[config.mk]
export PLATFORM = sky130hd
export DESIGN_NAME = mouse_pkt_enc
export DESIGN_NICKNAME = d
export VERILOG_FILES = /design/src/rtl/mouse_pkt_pkg.sv /design/src/rtl/mouse_pkt_ctrl.sv /design/src/rtl/mouse_pkt_dp.sv /design/src/rtl/mouse_pkt_enc.sv
export SDC_FILE = /design/constraint.sdc
export NUM_CORES = 2
export LEC_CHECK = 0
export BUFFER_PORTS_ARGS = -buffer_cell sky130_fd_sc_hd__buf_4
export CORE_MARGIN = 10
export CORE_UTILIZATION = 55
export DETAILED_ROUTE_END_ITERATION = 10
export PLACE_DENSITY = 0.75
export REMOVE_ABC_BUFFERS = 1
export SYNTH_ARGS = -nofsm -noshare
export SYNTH_HDL_FRONTEND = slang
export SYNTH_SLANG_ARGS = --single-unit
[constraint.sdc]
create_clock -name clk -period 8.6 [get_ports clk]
set_input_delay 1.29 -clock clk [delete_from_list [all_inputs] [get_ports clk]]
set_output_delay 1.29 -clock clk [all_outputs]
set_load 0.05 [all_outputs]
[src/rtl/mouse_pkt_pkg.sv]
package mouse_pkt_pkg;
  localparam int PKT_LEN = 5;
  localparam int SEL_W = 3;
  localparam logic [7:0] SYNC_BYTE = 8'h87;

  typedef struct packed {
    logic capture;
    logic push;
    logic [SEL_W-1:0] sel;
  } strobe_t;
endpackage

[src/rtl/mouse_pkt_ctrl.sv]
module mouse_pkt_ctrl
  import mouse_pkt_pkg::*;
(
  input  logic clk,
  input  logic rstN,
  input  logic evtValid,
  output strobe_t st
);
  logic emitting;
  logic [SEL_W-1:0] idx;

  always_ff @(posedge clk) begin
    if (!rstN) begin
      emitting <= 1'b0;
      idx <= '0;
    end else if (!emitting) begin
      if (evtValid) begin
        emitting <= 1'b1;
        idx <= '0;
      end
    end else begin
      if (idx == SEL_W'(PKT_LEN - 1)) emitting <= 1'b0;
      idx <= idx + 1'b1;
    end
  end

  always_comb begin
    st.capture = !emitting && evtValid;
    st.push = emitting;
    st.sel = idx;
  end
endmodule

[src/rtl/mouse_pkt_dp.sv]
module mouse_pkt_dp
  import mouse_pkt_pkg::*;
#(
  parameter int DELTA_W = 10,
  parameter int DEPTH = 256
) (
  input  logic clk,
  input  logic rstN,
  input  strobe_t st,
  input  logic [DELTA_W-1:0] dx,
  input  logic [DELTA_W-1:0] dy,
  input  logic btnLeft,
  input  logic btnMiddle,
  input  logic btnRight,
  input  logic rdAck,
  output logic [7:0] rdData,
  output logic rdValid,
  output logic [$clog2(DEPTH):0] occupancy
);
  localparam int PTR_W = $clog2(DEPTH);
  localparam int CNT_W = PTR_W + 1;
  localparam int EXT_W = DELTA_W + 1;
  localparam logic signed [EXT_W-1:0] POS_LIM = EXT_W'(127);
  localparam logic signed [EXT_W-1:0] NEG_LIM = -POS_LIM;

  function automatic logic [7:0] sat(input logic signed [EXT_W-1:0] v);
    if (v > POS_LIM) return 8'h7f;
    else if (v < NEG_LIM) return 8'h81;
    else return v[7:0];
  endfunction

  logic signed [EXT_W-1:0] xExt, yNeg;
  logic [7:0] xByte, yByte, startByte, pushByte;
  logic [7:0] mem [DEPTH];
  logic [PTR_W-1:0] wrPtr, rdPtr;
  logic [CNT_W-1:0] count;
  logic [7:0] lastByte;
  logic doPush, doPop;

  assign xExt = EXT_W'($signed(dx));
  assign yNeg = -EXT_W'($signed(dy));

  always_ff @(posedge clk) begin
    if (!rstN) begin
      xByte <= '0;
      yByte <= '0;
      startByte <= SYNC_BYTE;
    end else if (st.capture) begin
      xByte <= sat(xExt);
      yByte <= sat(yNeg);
      startByte <= SYNC_BYTE & ~{5'b0, btnLeft, btnMiddle, btnRight};
    end
  end

  always_comb begin
    case (st.sel)
      SEL_W'(0): pushByte = startByte;
      SEL_W'(1): pushByte = xByte;
      SEL_W'(2): pushByte = yByte;
      default:   pushByte = 8'h00;
    endcase
  end

  assign doPush = st.push && (count != CNT_W'(DEPTH));
  assign doPop = rdAck && (count != '0);

  always_ff @(posedge clk) begin
    if (doPush) mem[wrPtr] <= pushByte;
  end

  always_ff @(posedge clk) begin
    if (!rstN) begin
      wrPtr <= '0;
      rdPtr <= '0;
      count <= '0;
      lastByte <= '0;
    end else begin
      if (doPush) wrPtr <= (wrPtr == PTR_W'(DEPTH - 1)) ? '0 : wrPtr + 1'b1;
      if (doPop) begin
        rdPtr <= (rdPtr == PTR_W'(DEPTH - 1)) ? '0 : rdPtr + 1'b1;
        lastByte <= mem[rdPtr];
      end
      count <= count + CNT_W'(doPush) - CNT_W'(doPop);
    end
  end

  assign rdValid = count != '0;
  assign rdData = rdValid ? mem[rdPtr] : lastByte;
  assign occupancy = count;
endmodule

[src/rtl/mouse_pkt_enc.sv]
module mouse_pkt_enc
  import mouse_pkt_pkg::*;
#(
  parameter int DELTA_W = 10,
  parameter int DEPTH = 256
) (
  input  logic clk,
  input  logic rstN,
  input  logic evtValid,
  input  logic [DELTA_W-1:0] dx,
  input  logic [DELTA_W-1:0] dy,
  input  logic btnLeft,
  input  logic btnMiddle,
  input  logic btnRight,
  input  logic rdAck,
  output logic [7:0] rdData,
  output logic rdValid
);
  strobe_t st;
  logic [$clog2(DEPTH):0] occupancy;
  logic pushStb, capStb;

  assign pushStb = st.push;
  assign capStb = st.capture;

  mouse_pkt_ctrl ctrl_i (
    .clk(clk), .rstN(rstN), .evtValid(evtValid), .st(st)
  );

  mouse_pkt_dp #(.DELTA_W(DELTA_W), .DEPTH(DEPTH)) dp_i (
    .clk(clk), .rstN(rstN), .st(st), .dx(dx), .dy(dy),
    .btnLeft(btnLeft), .btnMiddle(btnMiddle), .btnRight(btnRight),
    .rdAck(rdAck), .rdData(rdData), .rdValid(rdValid), .occupancy(occupancy)
  );
endmodule

# Word-level counts from Yosys, hierarchy flattened

Memory sizes are Yosys's and may differ from the RTL's. A register that Yosys moved wholly into a read port is not among the register bits.
Index checks and enable logic that the tools add are counted.
Widths: inputs -> output; s select.

Bits in registers: 57
RAM bits: 2048
Output and inout bits: 9
Word-level logic and storage cells: 51
Memories: 1

Add/subtract/negate cells: 6
Magnitude comparators: 4
Eq/ne operators: 6
Mux-type cells: 17
Bitwise gates (word level): 1
Reduce and logical (&&, ||, !) cells: 7

Memories:

| memory   | words | width | read ports | clocked after memory_dff | write ports | line               | source |
|---|---|---|---|---|---|---|---|
| dp_i.mem | 256   | 8     | 1          | 1                        | 1           | mouse_pkt_dp.sv:34 | `logic [7:0] mem [DEPTH];` |

Operators by type and width:

| kind                | number |
|---|---|
| $mux 8              | 9 |
| $pmux 8 s3          | 1 |
| $add 8x1->8 const B | 2 |
| $eq 8x8->1 const B  | 2 |
| $gt 11x8->1 const B | 1 |
| $lt 11x8->1 const B | 1 |
| $neg 10->11         | 1 |
| $gt 10x8->1 const B | 1 |
| $lt 10x8->1 const B | 1 |
| $add 9x1->9         | 1 |
| $ne 9x9->1 const B  | 1 |
| $reduce_bool 9->1   | 1 |
| $sub 9x1->9         | 1 |
| $not 3->8           | 1 |
| $mux 3              | 2 |
| $mux 1              | 5 |
| $add 3x1->3 const B | 1 |
| $eq 3x1->1 const B  | 1 |
| $eq 3x2->1 const B  | 1 |
| $eq 3x3->1 const B  | 1 |
| $logic_and 1x1->1   | 3 |
| $logic_not 3->1     | 1 |
| $reduce_bool 2->1   | 1 |
| $logic_not 1->1     | 1 |

# Depth between registers and ports, before layout

Word-level depth: 4
Gate-level depth with buffers: 20
Mapped depth without buffers: 20

# Modules after synthesis

A second synthesis with hierarchy kept.

Cells, all modules: 4114
Area total of the unflattened synthesis: 83734.1 µm²

Modules (own cells, without submodules):

| module         | times used | cells an instance | area an instance (µm²) | seq. area each (µm²) |
|---|---|---|---|---|
| mouse_pkt_dp   | 1          | 4091              | 83507.6                | 62700.1 |
| mouse_pkt_ctrl | 1          | 23                | 226.5                  | 80.1 |

# Least setup slack after synthesis

OpenSTA, ideal clock, no wires.

Path type: register -> register
Start: register ctrl_i.idx[0]
End: memory dp_i.mem[0][7] (data pin)
Library setup time: 0.864 ns
Data arrival time: 4.186 ns
Required time: 7.736 ns
Setup slack: 3.549 ns
Cell stages (with the launch flop): 6
Path buffers: 1
Clock period less this slack: 5.051 ns
Cells stage by stage: dfxtp_1 > inv_1 > ha_1 > nor2b_1 > clkbuf_1 > a221o_1

Longest elaborated chain between the ends: 2
Elaborated cells on any way between the ends: 4
Those cells by class: 2 x eq/ne; 1 x mux; 1 x reduce/logical

Ends and longest elaborated chain:

| what                                     | line                 | source |
|---|---|---|
| start, declared                          | mouse_pkt_ctrl.sv:10 | `logic [SEL_W-1:0] idx;` |
| start signal, assigned                   | mouse_pkt_ctrl.sv:23 | `idx <= idx + 1'b1;` |
| $eq 3x2->1, or another cell as far along | mouse_pkt_dp.sv:56   | `case (st.sel)` |
| $pmux 8 s3 (*)                           | mouse_pkt_dp.sv:56   |  |
| via dp_i.pushByte[7]                     | mouse_pkt_dp.sv:33   | `logic [7:0] xByte, yByte, startByte, pushByte;` |
| end, declared                            | mouse_pkt_dp.sv:34   |  |

Mark *: on every way through the listed nets, which the timed path passes. The rest lies on a longest branch.

==> run summary <==
final period utilization: 0.818
total gr overflow: 0
1st-pass router iterations: 5
drc violations: 0
predominant post-synthesis flop cell: edfxtp_1
crit end category: output pin
core area: 0.150 mm^2
average routed wire per standard cell: 33.9 um
Fill cells: 10200
share of cells above drive strength 1: 0.198
first-pass GRT wire length: 318000 um
Initial Util: 0.555
post-layout util: 0.611
CTS Buf Count: 198
Async S/R FF share, synth: 0
hold_buf cts: 0
vias per cell: 6.78
H-tree depth: 4
setup bufs post-CTS: 0
post-detail-place hpwl: 135000 um
highest metal layer with signal wires: met5
FP Rows: 142
failing checks: max-capacitance violations, max-slew violations
Unique masters post-synth: 78
met1 wire length: 78900 um
most common cell in the synthesized netlist: edfxtp_1
required time of the critical path: 7310 ps
fin nets: 4380
synthesis-stage register bit count: 2112
Met2 Wirelength: 98200 um
Slowest-stage cell, CP: dfxtp_4
most frequent cells after synthesis: edfxtp_1 (2048), mux4_2 (429), nor2_1 (343), mux2i_1 (203), nand2_1 (143)
cell count after synthesis: 4246
Tot GR Track Use: 0.262
Hold Crit Class: register to register
unrepaired setup endpoints after global routing: false
pwr/cell area: 248 mW/mm^2
VDD IR max: 0.000186 V
worst-case clock buffer depth: 3
HP Start: dp_i.lastByte[2]
IO Pins: 36
CTS root buffer: clkbuf_16
Worst-path clk slew: 60 ps
worst setup margin: 1560 ps
status: finished with violations
gpl congestion: 0.935
Yosys top cell by area: edfxtp_1
Pleak: 0.0282 uW
DR iter-0 viols: 7008
Synth Warn #: 0
area grow syn2layout: 10.0%
Worst Tran Pin Value: 1510 ps
final antenna-violating net count: 0
met3 wire len: 30700 um
Final min period: 7040 ps
CTS tree: yes
R2R Path Start: dp_i.occupancy[2]
RR Endpoint: dp_i.occupancy[8]
Mapped Area: 0.0833 mm^2
worst path cell trace: buf_12, buf_4, mux4_2, mux2i_1, o21ai_0, nand4_1, o211ai_1, o41ai_2, o31ai_1, buf_4
Die Span Y: 409 um
top cell type's share of synthesized area: 0.738
final number of hold-violating endpoints: 0
IO Port Bufs: 35
PostCTS Resize Cnt: 0
Final Setup Violations: 0
register area share after synthesis: 0.754
R2R setup slack: 3600 ps
DR vias: 44100
Die ar.: 0.167 mm^2
post-place setup slack: 2700 ps
Critical Path Fanout Max: 86
max-cap check violation count: 1
number of global-route vias before repair: 43300
critical path class: register to output pin
CTS Sinks: 2112
Skew-Pair Late Insertion Delay: 860 ps
largest net degree at the start of global routing: 201
Relative slew margins: -0.0305
most frequent CP cell: buf_4
Area contributors post-synth: edfxtp_1 (74%), mux4_2 (12%), mux2i_1 (2.4%)
Post-synth EDFFs: 2048
CP peak stage delay: 750 ps
Max Slew Vio Count: 2
Endpoint, Worst Hold: dp_i.lastByte[2]
drt total wl: 221000 um
Worst Reg-to-Reg Cells: 21
Mapped Avg Cell Area: 19.6 um^2
Hold Crit Depth: 2
Crit path arrival time: 5750 ps
initial antenna violation count: 13
Startpoint Class: register
die width: 409 um
FMAX: 142 MHz
Clock Skew: 53.1 ps
## layout by cell type (no fill, tap or decap), types with 38 or more instances in the layout
| master | n |
|---|---|
| a21oi_1 | 90 |
| a22oi_1 | 93 |
| buf_4 | 117 |
| clkbuf_1 | 40 |
| clkbuf_16 | 199 |
| clkinv_1 | 49 |
| clkinv_2 | 38 |
| dfxtp_1 | 58 |
| edfxtp_1 | 2048 |
| mux2i_1 | 203 |
| mux4_2 | 429 |
| nand2_1 | 140 |
| nand3_1 | 58 |
| nor2_1 | 343 |
| nor2b_1 | 38 |
| o21ai_0 | 68 |
## kinds of logic (layout without fill, tap and decap cells)
logic type	count (synthesis)	in the layout	share of synthesized area
flops	2112	2112	0.754
fa+ha+maj	24	24	0.00369
buf+inv	274	520	0.0212
mux	661	661	0.145
compound gates	444	444	0.0363
simple gates	710	710	0.0378
other cells	0	4	0
xor+xnor	21	21	0.00221
## stage by stage
step / power, uW / std cells / TNS, ps / cell area [um^2] / hold slack (ps)
2_1_floorplan: 14500 / 4004 / -273540 / 81700 / 425
3_3_place_gp: 14300 / 6145 / 0 / 85300 / 447
3_5_place_dp: 14400 / 6145 / 0 / 85300 / 445
4_1_cts: 22700 / 6508 / 0 / 91700 / 458
5_1_grt: 23300 / 6509 / 0 / 91700 / 478
6_report: 22700 / 6512 / 0 / 91700 / 461
## worst max path at each step
| stage | from | endpoint | slack, ps | depth (start not counted) |
|---|---|---|---|---|
| after floorplan | register | rdData[3] | -18670 | 7 |
| after global placement | register | rdData[7] | 2660 | 10 |
| after detailed placement | register | rdData[7] | 2700 | 10 |
| after CTS | register | rdData[2] | 1740 | 10 |
| after global routing | register | rdData[7] | 1540 | 10 |
| final | register | rdData[7] | 1560 | 10 |
## routing by layer
layer	vias to the layer above	GRT usage
met5	-	0
met4	14	0.132
met3	626	0.0860
met2	3358	0.377
met1	22700	0.359
li1	17500	-
## power breakdown
group          internal [uW]  switching (uW)
Combinational           1030            1670
Sequential             11400            64.8
Clock                   4740            3820
## flip-flops by register name (all words and copies together), names as in the netlist, named ones only
| register | cells |
|---|---|
| dp_i.mem | 2048 |
| dp_i.startByte | 3 |
| ctrl_i.emitting | 1 |
| dp_i.yByte | 8 |
| dp_i.wrPtr | 8 |
| dp_i.occupancy | 9 |
| dp_i.lastByte | 8 |
| dp_i.xByte | 8 |
| dp_i.rdPtr | 8 |
| ctrl_i.idx | 3 |
## critical path, delay by kind of cell, from the launching register on
family | cells | cell delay, ps
simple gates | 1 | 350
mux | 2 | 460
compound gates | 4 | 1690
buf+inv | 3 | 1520
flops | 1 | 750
## final cells by class
| cell class | instances | area [um^2] | share of cell area |
|---|---|---|---|
| Timing Repair Buffer | 125 | 1040 | 0.0113 |
| Sequential cell | 2112 | 62800 | 0.685 |
| Clock inverter | 119 | 1130 | 0.0124 |
| Antenna cell | 4 | 10.0 | 0.000109 |
| Tap cell | 2016 | 2520 | 0.0275 |
| Multi-Input combinational cell | 1860 | 18800 | 0.206 |
| Clock buffer | 244 | 5200 | 0.0567 |
| Inverter | 32 | 120 | 0.00131 |
Power figures use the tool's default switching activity.
